[config.mk]
export PLATFORM = sky130hd
export DESIGN_NAME = uart_regs_fe
export DESIGN_NICKNAME = d
export VERILOG_FILES = /design/src/rtl/uart_fe_pkg.sv /design/src/rtl/uart_fe_fifo.sv /design/src/rtl/uart_fe_regs.sv /design/src/rtl/uart_regs_fe.sv
export SDC_FILE = /design/constraint.sdc
export NUM_CORES = 1
export LEC_CHECK = 0
export ABC_CLOCK_PERIOD_IN_PS = 5700
export BUFFER_PORTS_ARGS = -buffer_cell sky130_fd_sc_hd__buf_2
export CORE_ASPECT_RATIO = 1.75
export CORE_MARGIN = 2
export CORE_UTILIZATION = 50
export DETAILED_ROUTE_END_ITERATION = 7
export GPL_TIMING_DRIVEN = 0
export PLACE_DENSITY = 0.69
export SYNTH_ARGS = -nofsm -noshare
export SYNTH_HDL_FRONTEND = slang
export SYNTH_SLANG_ARGS = --single-unit
export TNS_END_PERCENT = 50
[constraint.sdc]
create_clock -name clk -period 5.7 [get_ports clk]
set_clock_uncertainty 0.05 [all_clocks]
set_input_delay 0.285 -clock clk [delete_from_list [all_inputs] [get_ports clk]]
set_output_delay 0.285 -clock clk [all_outputs]
set_load 0.005 [all_outputs]
[src/rtl/uart_fe_pkg.sv]
package uart_fe_pkg;
  localparam int ADDR_W = 6;
  localparam int BUS_W  = 32;
  localparam int CTRL_W = 9;
  localparam int MODE_W = 11;
  localparam int BGEN_W = 16;
  localparam int STAT_W = 12;
  localparam int BDIV_W = 8;

  localparam logic [ADDR_W-1:0] OFS_CTRL = 6'h00;
  localparam logic [ADDR_W-1:0] OFS_MODE = 6'h04;
  localparam logic [ADDR_W-1:0] OFS_BGEN = 6'h18;
  localparam logic [ADDR_W-1:0] OFS_STAT = 6'h2C;
  localparam logic [ADDR_W-1:0] OFS_DATA = 6'h30;
  localparam logic [ADDR_W-1:0] OFS_BDIV = 6'h34;

  localparam int CB_TXEN  = 4;
  localparam int CB_RXEN  = 2;
  localparam int CB_TXRST = 1;
  localparam int CB_RXRST = 0;

  localparam int SB_TXACT   = 11;
  localparam int SB_TXFULL  = 4;
  localparam int SB_TXEMPTY = 3;
  localparam int SB_RXEMPTY = 1;

  function automatic logic [STAT_W-1:0] pack_status(input logic act, input logic tfull,
                                                   input logic tempty, input logic rempty);
    logic [STAT_W-1:0] s;
    s = '0;
    s[SB_TXACT]   = act;
    s[SB_TXFULL]  = tfull;
    s[SB_TXEMPTY] = tempty;
    s[SB_RXEMPTY] = rempty;
    return s;
  endfunction
endpackage

[src/rtl/uart_fe_fifo.sv]
module uart_fe_fifo #(
  parameter int WIDTH = 8,
  parameter int DEPTH = 16
) (
  input  logic             clk,
  input  logic             rst_n,
  input  logic             flush,
  input  logic             push,
  input  logic             pop,
  input  logic [WIDTH-1:0] wdata,
  output logic [WIDTH-1:0] head,
  output logic             empty,
  output logic             full
);
  localparam int PW = (DEPTH > 1) ? $clog2(DEPTH) : 1;
  localparam int CW = $clog2(DEPTH + 1);

  logic [WIDTH-1:0] mem [DEPTH];
  logic [PW-1:0]    wr_ptr, rd_ptr;
  logic [CW-1:0]    cnt;
  logic             do_push, do_pop;

  function automatic logic [PW-1:0] ptr_next(input logic [PW-1:0] p);
    return (p == PW'(DEPTH - 1)) ? '0 : p + 1'b1;
  endfunction

  assign empty   = (cnt == '0);
  assign full    = (cnt == CW'(DEPTH));
  assign do_push = push && !full && !flush;
  assign do_pop  = pop && !empty && !flush;
  assign head    = mem[rd_ptr];

  always_ff @(posedge clk) begin
    if (do_push) mem[wr_ptr] <= wdata;
  end

  always_ff @(posedge clk or negedge rst_n) begin
    if (!rst_n) begin
      wr_ptr <= '0;
      rd_ptr <= '0;
      cnt    <= '0;
    end else if (flush) begin
      wr_ptr <= '0;
      rd_ptr <= '0;
      cnt    <= '0;
    end else begin
      if (do_push) wr_ptr <= ptr_next(wr_ptr);
      if (do_pop)  rd_ptr <= ptr_next(rd_ptr);
      case ({do_push, do_pop})
        2'b10:   cnt <= cnt + 1'b1;
        2'b01:   cnt <= cnt - 1'b1;
        default: cnt <= cnt;
      endcase
    end
  end
endmodule

[src/rtl/uart_fe_regs.sv]
module uart_fe_regs
  import uart_fe_pkg::*;
#(
  parameter logic [BGEN_W-1:0] BGEN_RST = 16'h028B,
  parameter logic [BDIV_W-1:0] BDIV_RST = 8'h0F
) (
  input  logic              clk,
  input  logic              rst_n,
  input  logic              wr_en,
  input  logic [ADDR_W-1:0] addr,
  input  logic [BUS_W-1:0]  wdata,
  output logic [CTRL_W-1:0] ctrl_q,
  output logic [MODE_W-1:0] mode_q,
  output logic [BGEN_W-1:0] bgen_q,
  output logic [BDIV_W-1:0] bdiv_q
);
  logic unused_wdata;
  assign unused_wdata = ^wdata[BUS_W-1:BGEN_W];

  always_ff @(posedge clk or negedge rst_n) begin
    if (!rst_n) begin
      ctrl_q <= '0;
      mode_q <= '0;
      bgen_q <= BGEN_RST;
      bdiv_q <= BDIV_RST;
    end else begin
      if (wr_en && addr == OFS_CTRL) begin
        ctrl_q <= wdata[CTRL_W-1:0];
      end else begin
        ctrl_q[CB_TXRST] <= 1'b0;
        ctrl_q[CB_RXRST] <= 1'b0;
      end
      if (wr_en && addr == OFS_MODE) mode_q <= wdata[MODE_W-1:0];
      if (wr_en && addr == OFS_BGEN) bgen_q <= wdata[BGEN_W-1:0];
      if (wr_en && addr == OFS_BDIV) bdiv_q <= wdata[BDIV_W-1:0];
    end
  end
endmodule

[src/rtl/uart_regs_fe.sv]
module uart_regs_fe
  import uart_fe_pkg::*;
#(
  parameter int                FIFO_DEPTH = 16,
  parameter int                BYTE_W     = 8,
  parameter logic [BGEN_W-1:0] BGEN_RST   = 16'h028B,
  parameter logic [BDIV_W-1:0] BDIV_RST   = 8'h0F
) (
  input  logic              clk,
  input  logic              rst_n,
  input  logic              bus_en,
  input  logic              bus_we,
  input  logic [ADDR_W-1:0] bus_addr,
  input  logic [BUS_W-1:0]  bus_wdata,
  output logic [BUS_W-1:0]  bus_rdata,
  output logic [BYTE_W-1:0] tx_data,
  output logic              tx_valid,
  input  logic              tx_ready,
  input  logic              tx_busy,
  input  logic [BYTE_W-1:0] rx_data,
  input  logic              rx_valid,
  output logic              rx_ready,
  output logic              tx_enable,
  output logic              rx_enable,
  output logic              tx_flush,
  output logic              rx_flush,
  output logic [MODE_W-1:0] mode_cfg,
  output logic [BGEN_W-1:0] baud_gen,
  output logic [BDIV_W-1:0] baud_div
);
  logic [CTRL_W-1:0] ctrl_q;
  logic [BYTE_W-1:0] rx_head;
  logic              tx_empty, tx_full, rx_empty, rx_full;

  // named internal events
  logic bus_wr, bus_rd, data_wr, data_rd;
  logic tx_push, tx_pop, rx_push, rx_pop;

  assign bus_wr  = bus_en && bus_we;
  assign bus_rd  = bus_en && !bus_we;
  assign data_wr = bus_wr && bus_addr == OFS_DATA;
  assign data_rd = bus_rd && bus_addr == OFS_DATA;

  uart_fe_regs #(.BGEN_RST(BGEN_RST), .BDIV_RST(BDIV_RST)) u_regs (
    .clk(clk), .rst_n(rst_n), .wr_en(bus_wr), .addr(bus_addr), .wdata(bus_wdata),
    .ctrl_q(ctrl_q), .mode_q(mode_cfg), .bgen_q(baud_gen), .bdiv_q(baud_div)
  );

  assign tx_enable = ctrl_q[CB_TXEN];
  assign rx_enable = ctrl_q[CB_RXEN];
  assign tx_flush  = ctrl_q[CB_TXRST];
  assign rx_flush  = ctrl_q[CB_RXRST];

  assign tx_push  = data_wr && !tx_full && !tx_flush;
  assign tx_valid = tx_enable && !tx_empty && !tx_flush;
  assign tx_pop   = tx_valid && tx_ready;

  assign rx_ready = rx_enable && !rx_full && !rx_flush;
  assign rx_push  = rx_valid && rx_ready;
  assign rx_pop   = data_rd && !rx_empty && !rx_flush;

  uart_fe_fifo #(.WIDTH(BYTE_W), .DEPTH(FIFO_DEPTH)) u_txq (
    .clk(clk), .rst_n(rst_n), .flush(tx_flush), .push(tx_push), .pop(tx_pop),
    .wdata(bus_wdata[BYTE_W-1:0]), .head(tx_data), .empty(tx_empty), .full(tx_full)
  );

  uart_fe_fifo #(.WIDTH(BYTE_W), .DEPTH(FIFO_DEPTH)) u_rxq (
    .clk(clk), .rst_n(rst_n), .flush(rx_flush), .push(rx_push), .pop(rx_pop),
    .wdata(rx_data), .head(rx_head), .empty(rx_empty), .full(rx_full)
  );

  always_comb begin
    bus_rdata = '0;
    if (bus_rd) begin
      case (bus_addr)
        OFS_CTRL: bus_rdata = BUS_W'(ctrl_q);
        OFS_MODE: bus_rdata = BUS_W'(mode_cfg);
        OFS_BGEN: bus_rdata = BUS_W'(baud_gen);
        OFS_STAT: bus_rdata = BUS_W'(pack_status(tx_busy, tx_full, tx_empty, rx_empty));
        OFS_DATA: bus_rdata = rx_pop ? BUS_W'(rx_head) : '0;
        OFS_BDIV: bus_rdata = BUS_W'(baud_div);
        default:  bus_rdata = '0;
      endcase
    end
  end
endmodule

==> metrics.md <==
| Metric | Value |
|---|---|
| Synthesis-stage register bit count | 326 |
| Worst-margin pin slew | 1.41 ns |
| Count of input and output buffers | 99 |
| RR Endpoint | u_txq.cnt[4] |
| Asr flop ratio synth | a little over a fifth |
| Die area | between 20000 and 30000 sq um |
| Pins over their slew limit | 0 |
| CTS tree | done |
| Synth top cells by count | edfxtp_1 (256), mux4_2 (72), dfrtp_1 (61) |
| GRT Util Overall | a little under a quarter |
| Core ar. | between 20000 and 30000 sq um |
| Most frequent cell after synthesis | edfxtp_1 |
| Worst IR Drop VDD | roughly 0.00027 V |
| 1st-iter DRT viols | 583 |
| Leakage power | between 5 and 6 nW |
| Syn. warnings | 0 |
| Most frequent CP cell | buf_2 |
| Unique masters post-synth | 66 |
| Number of global-route vias before repair | just over 8000 |
| Place WS | ~2.2 ns |
| Area growth from synthesis to layout | 15.3% |
| Total Nets Final | 1031 |
| PostCTS Resize Cnt | 0 |
| Post-synthesis sequential area ratio | between 60 and 70% |
| Clk buf depth | 3 |
| Final Setup Violations | 0 |
| Worst reg2reg setup slack | roughly 2.2 ns |
| Slowest CP cell | buf_1 |
| WS Path Type | reg2out |
| Slowest stage delay, CP | 0.58 ns |
| Io pins | 134 |
| Crit path required time | roughly 5.4 ns |
| Vias/cell | 5.80 |
| Die width | between 100 and 150 um |
| Worst Hold Class | in2reg |
| Min-delay src | rx_data[6] |
| RSZ-0062 raised after global routing | false |
| Hold Violations, Final | 0 |
| Vias post-DR | 7843 |
| Clk Tree Root Cell | clkbuf_16 |
| Synth Area per Inst | between 15 and 20 sq um |
| Crit-path cells | buf_2 > buf_1 > clkbuf_1 > mux4_2 > a221oi_1 > o22ai_1 > buf_2 |
| Setup WS post-layout | between 2 and 2.5 ns |
| EDFF count, synth | 256 |
| Top cell type's share of synthesized area | a little under three fifths |
| CP Max Fanout | 10 |
| Clock buffer count from CTS | 29 |
| Synth area leader | edfxtp_1 |
| Hold endpoint | u_rxq.mem[6][6] |
| Antenna Nets Post-Route | 0 |
| Antenna diodes | 0 |
| WL/cell | about 24 um |
| Max Clock Freq | around 270 MHz |
| Max-cap violations | 0 |
| Slew headroom | approximately 5.5% |
| Top FF cell, synth | edfxtp_1 |
| Worst EP arrival | 3.33 ns |
| Reg2reg path depth | 11 |
| Status | completed |
| Worst skew pair latency | roughly 0.55 ns |
| Reg2reg start | u_txq.cnt[1] |
| Crit path launch type | flip-flop |
| Period Utilization, post-route | 64.3% |
| Initial DRT Pass Iterations | 7 |
| Total clock sinks | about 330 |
| Crit end category | output pin |
| H-tree depth | 1 |
| Num rows | 80 |
| CTS clk-pin slew, worst paths | 0.07 ns |
| Setup TNS | 0 ns |
| Die extent in y | about 220 um |
| Initial Util | between 50% and 60% |
| Pwr/cell area | roughly 350 nW/um^2 |
| Number of remaining DRC errors | 0 |
| Antenna violations before repair | 0 |
| Hold depth | 1 |
| Grt total ovfl | 0 |
| Fillers | approximately 2100 |
| Share of cells above drive strength 1 | 31.1% |
| Mapped Area | ~14000 sq um |
| GPL Wtd Cong | roughly 0.84 |
| Tmin final | between 3 and 4 ns |
| Synth Instances | between 800 and 900 |
| HPWL Detailed | 23700 um |
| Pin count of the biggest net entering global routing | 41 |
| Global-route wire length before repair | slightly below 50000 um |
| WL final | roughly 33000 um |
| Ranking of synthesized cells by area | edfxtp_1 (55%), mux4_2 (12%), dfrtp_1 (11%), mux2_2 (2.7%), dfstp_2 (1.7%) |
==> report_power, final <==
group,switching [W],internal (W),total [W]
logic,0.000461,0.000412,0.000873
clock network,0.000846,0.00116,0.00201
registers,0.0000656,0.00265,0.00271
total,0.00137,0.00422,0.00559
==> cell usage in the layout (no fill, tap or decap), drive strengths merged, types with 8 or more instances in the layout <==
cell type,netlist,routed
edfxtp,256,256
buf,34,134
mux4,72,72
dfrtp,61,61
clkbuf,24,59
nor2,40,40
mux2,39,39
nand2,36,36
inv,16,18
conb,1,16
o21ai,15,15
a22o,15,15
ha,15,15
and3,14,14
a21oi,14,14
a221oi,14,14
nor3,11,11
and2,10,10
o22ai,10,10
dlygate4sd3,0,9
dfstp,9,9
clkinv,0,9
a22oi,8,8
nand3,8,8
==> stage by stage <==
step	power, W	hold WS, ns	instances	instance area, sq um	utilization [%]
floorplan	0.00333	-0.0606	822	13900	-
finish	0.00559	0.0806	1352	16000	58.6
CTS	0.00564	0.0565	1352	16000	58.5
global route	0.00579	0.0765	1352	16000	58.6
global placement	0.00362	0.426	1290	14900	54.5
detailed placement	0.00364	0.210	1291	14900	54.6
==> flip-flops by register name (all words and copies together), names as in the netlist <==
name,flops
u_txq.cnt,5
u_rxq.rd_ptr,4
u_regs.ctrl_q,9
u_txq.rd_ptr,4
u_rxq.wr_ptr,4
u_rxq.cnt,5
u_txq.wr_ptr,4
u_regs.bdiv_q,8
u_rxq.mem,128
u_regs.bgen_q,16
u_txq.mem,128
u_regs.mode_q,11
==> area by class of cell <==
class                   count  area [sq um]  area share (%)
flip-flops and latches    326          9450            59.1
multi-input cells         422          4140            25.9
clock buffers              35           748            4.68
repair buffers            109           616            3.85
well taps                 369           462            2.89
plain buffers              58           309            1.93
clock inverters            17           216            1.35
inverters                  16          60.1           0.375
==> timing repair <==
item	CTS	global route
setup buffers	0	0
hold buffers	9	0
hold endpoints to repair	48	0
==> per-layer routing <==
layer / wire length, um / part of all wire (%) / global-route usage, %
met2: 18700 / 57 / 43.9
met5: 0 / 0 / 0
met4: 1390 / 4.2 / 9.16
met3: 1800 / 5.5 / 4.12
met1: 10900 / 33 / 24.0
==> logic make-up after synthesis <==
family	share of synthesized area (%)
flip-flops	68.1
AND/OR/NAND/NOR	6.18
multiplexers	15.3
AO/OA/AOI/OAI	5.80
buffers and inverters	2.66
adder cells (fa/ha/maj)	1.50
XOR/XNOR	0.442
other	0.0270
==> worst max-delay path by stage <==
| stage | from | cells past startpoint | to | slack [ns] |
|---|---|---|---|---|
| 2_1_floorplan | u_txq.cnt[1] | 11 | u_txq.cnt[4] | 2.75 |
| 3_3_place_gp | bus_addr[1] | 10 | u_rxq.cnt[4] | 2.16 |
| 3_5_place_dp | bus_addr[1] | 10 | u_rxq.cnt[4] | 2.17 |
| 4_1_cts | u_rxq.rd_ptr[1] | 7 | bus_rdata[2] | 1.96 |
| 5_1_grt | u_rxq.rd_ptr[1] | 7 | bus_rdata[3] | 1.83 |
| 6_report | u_rxq.rd_ptr[1] | 7 | bus_rdata[1] | 2.03 |
==> worst max-delay path, delay by kind of cell (launching register included) <==
family / cells / cell delay, ns
buffers and inverters: 4 / 1.52
AOI/OAI and AO/OA: 2 / 0.49
muxes: 1 / 0.42
DFF: 1 / 0.36
Power figures use the tool's default switching activity.
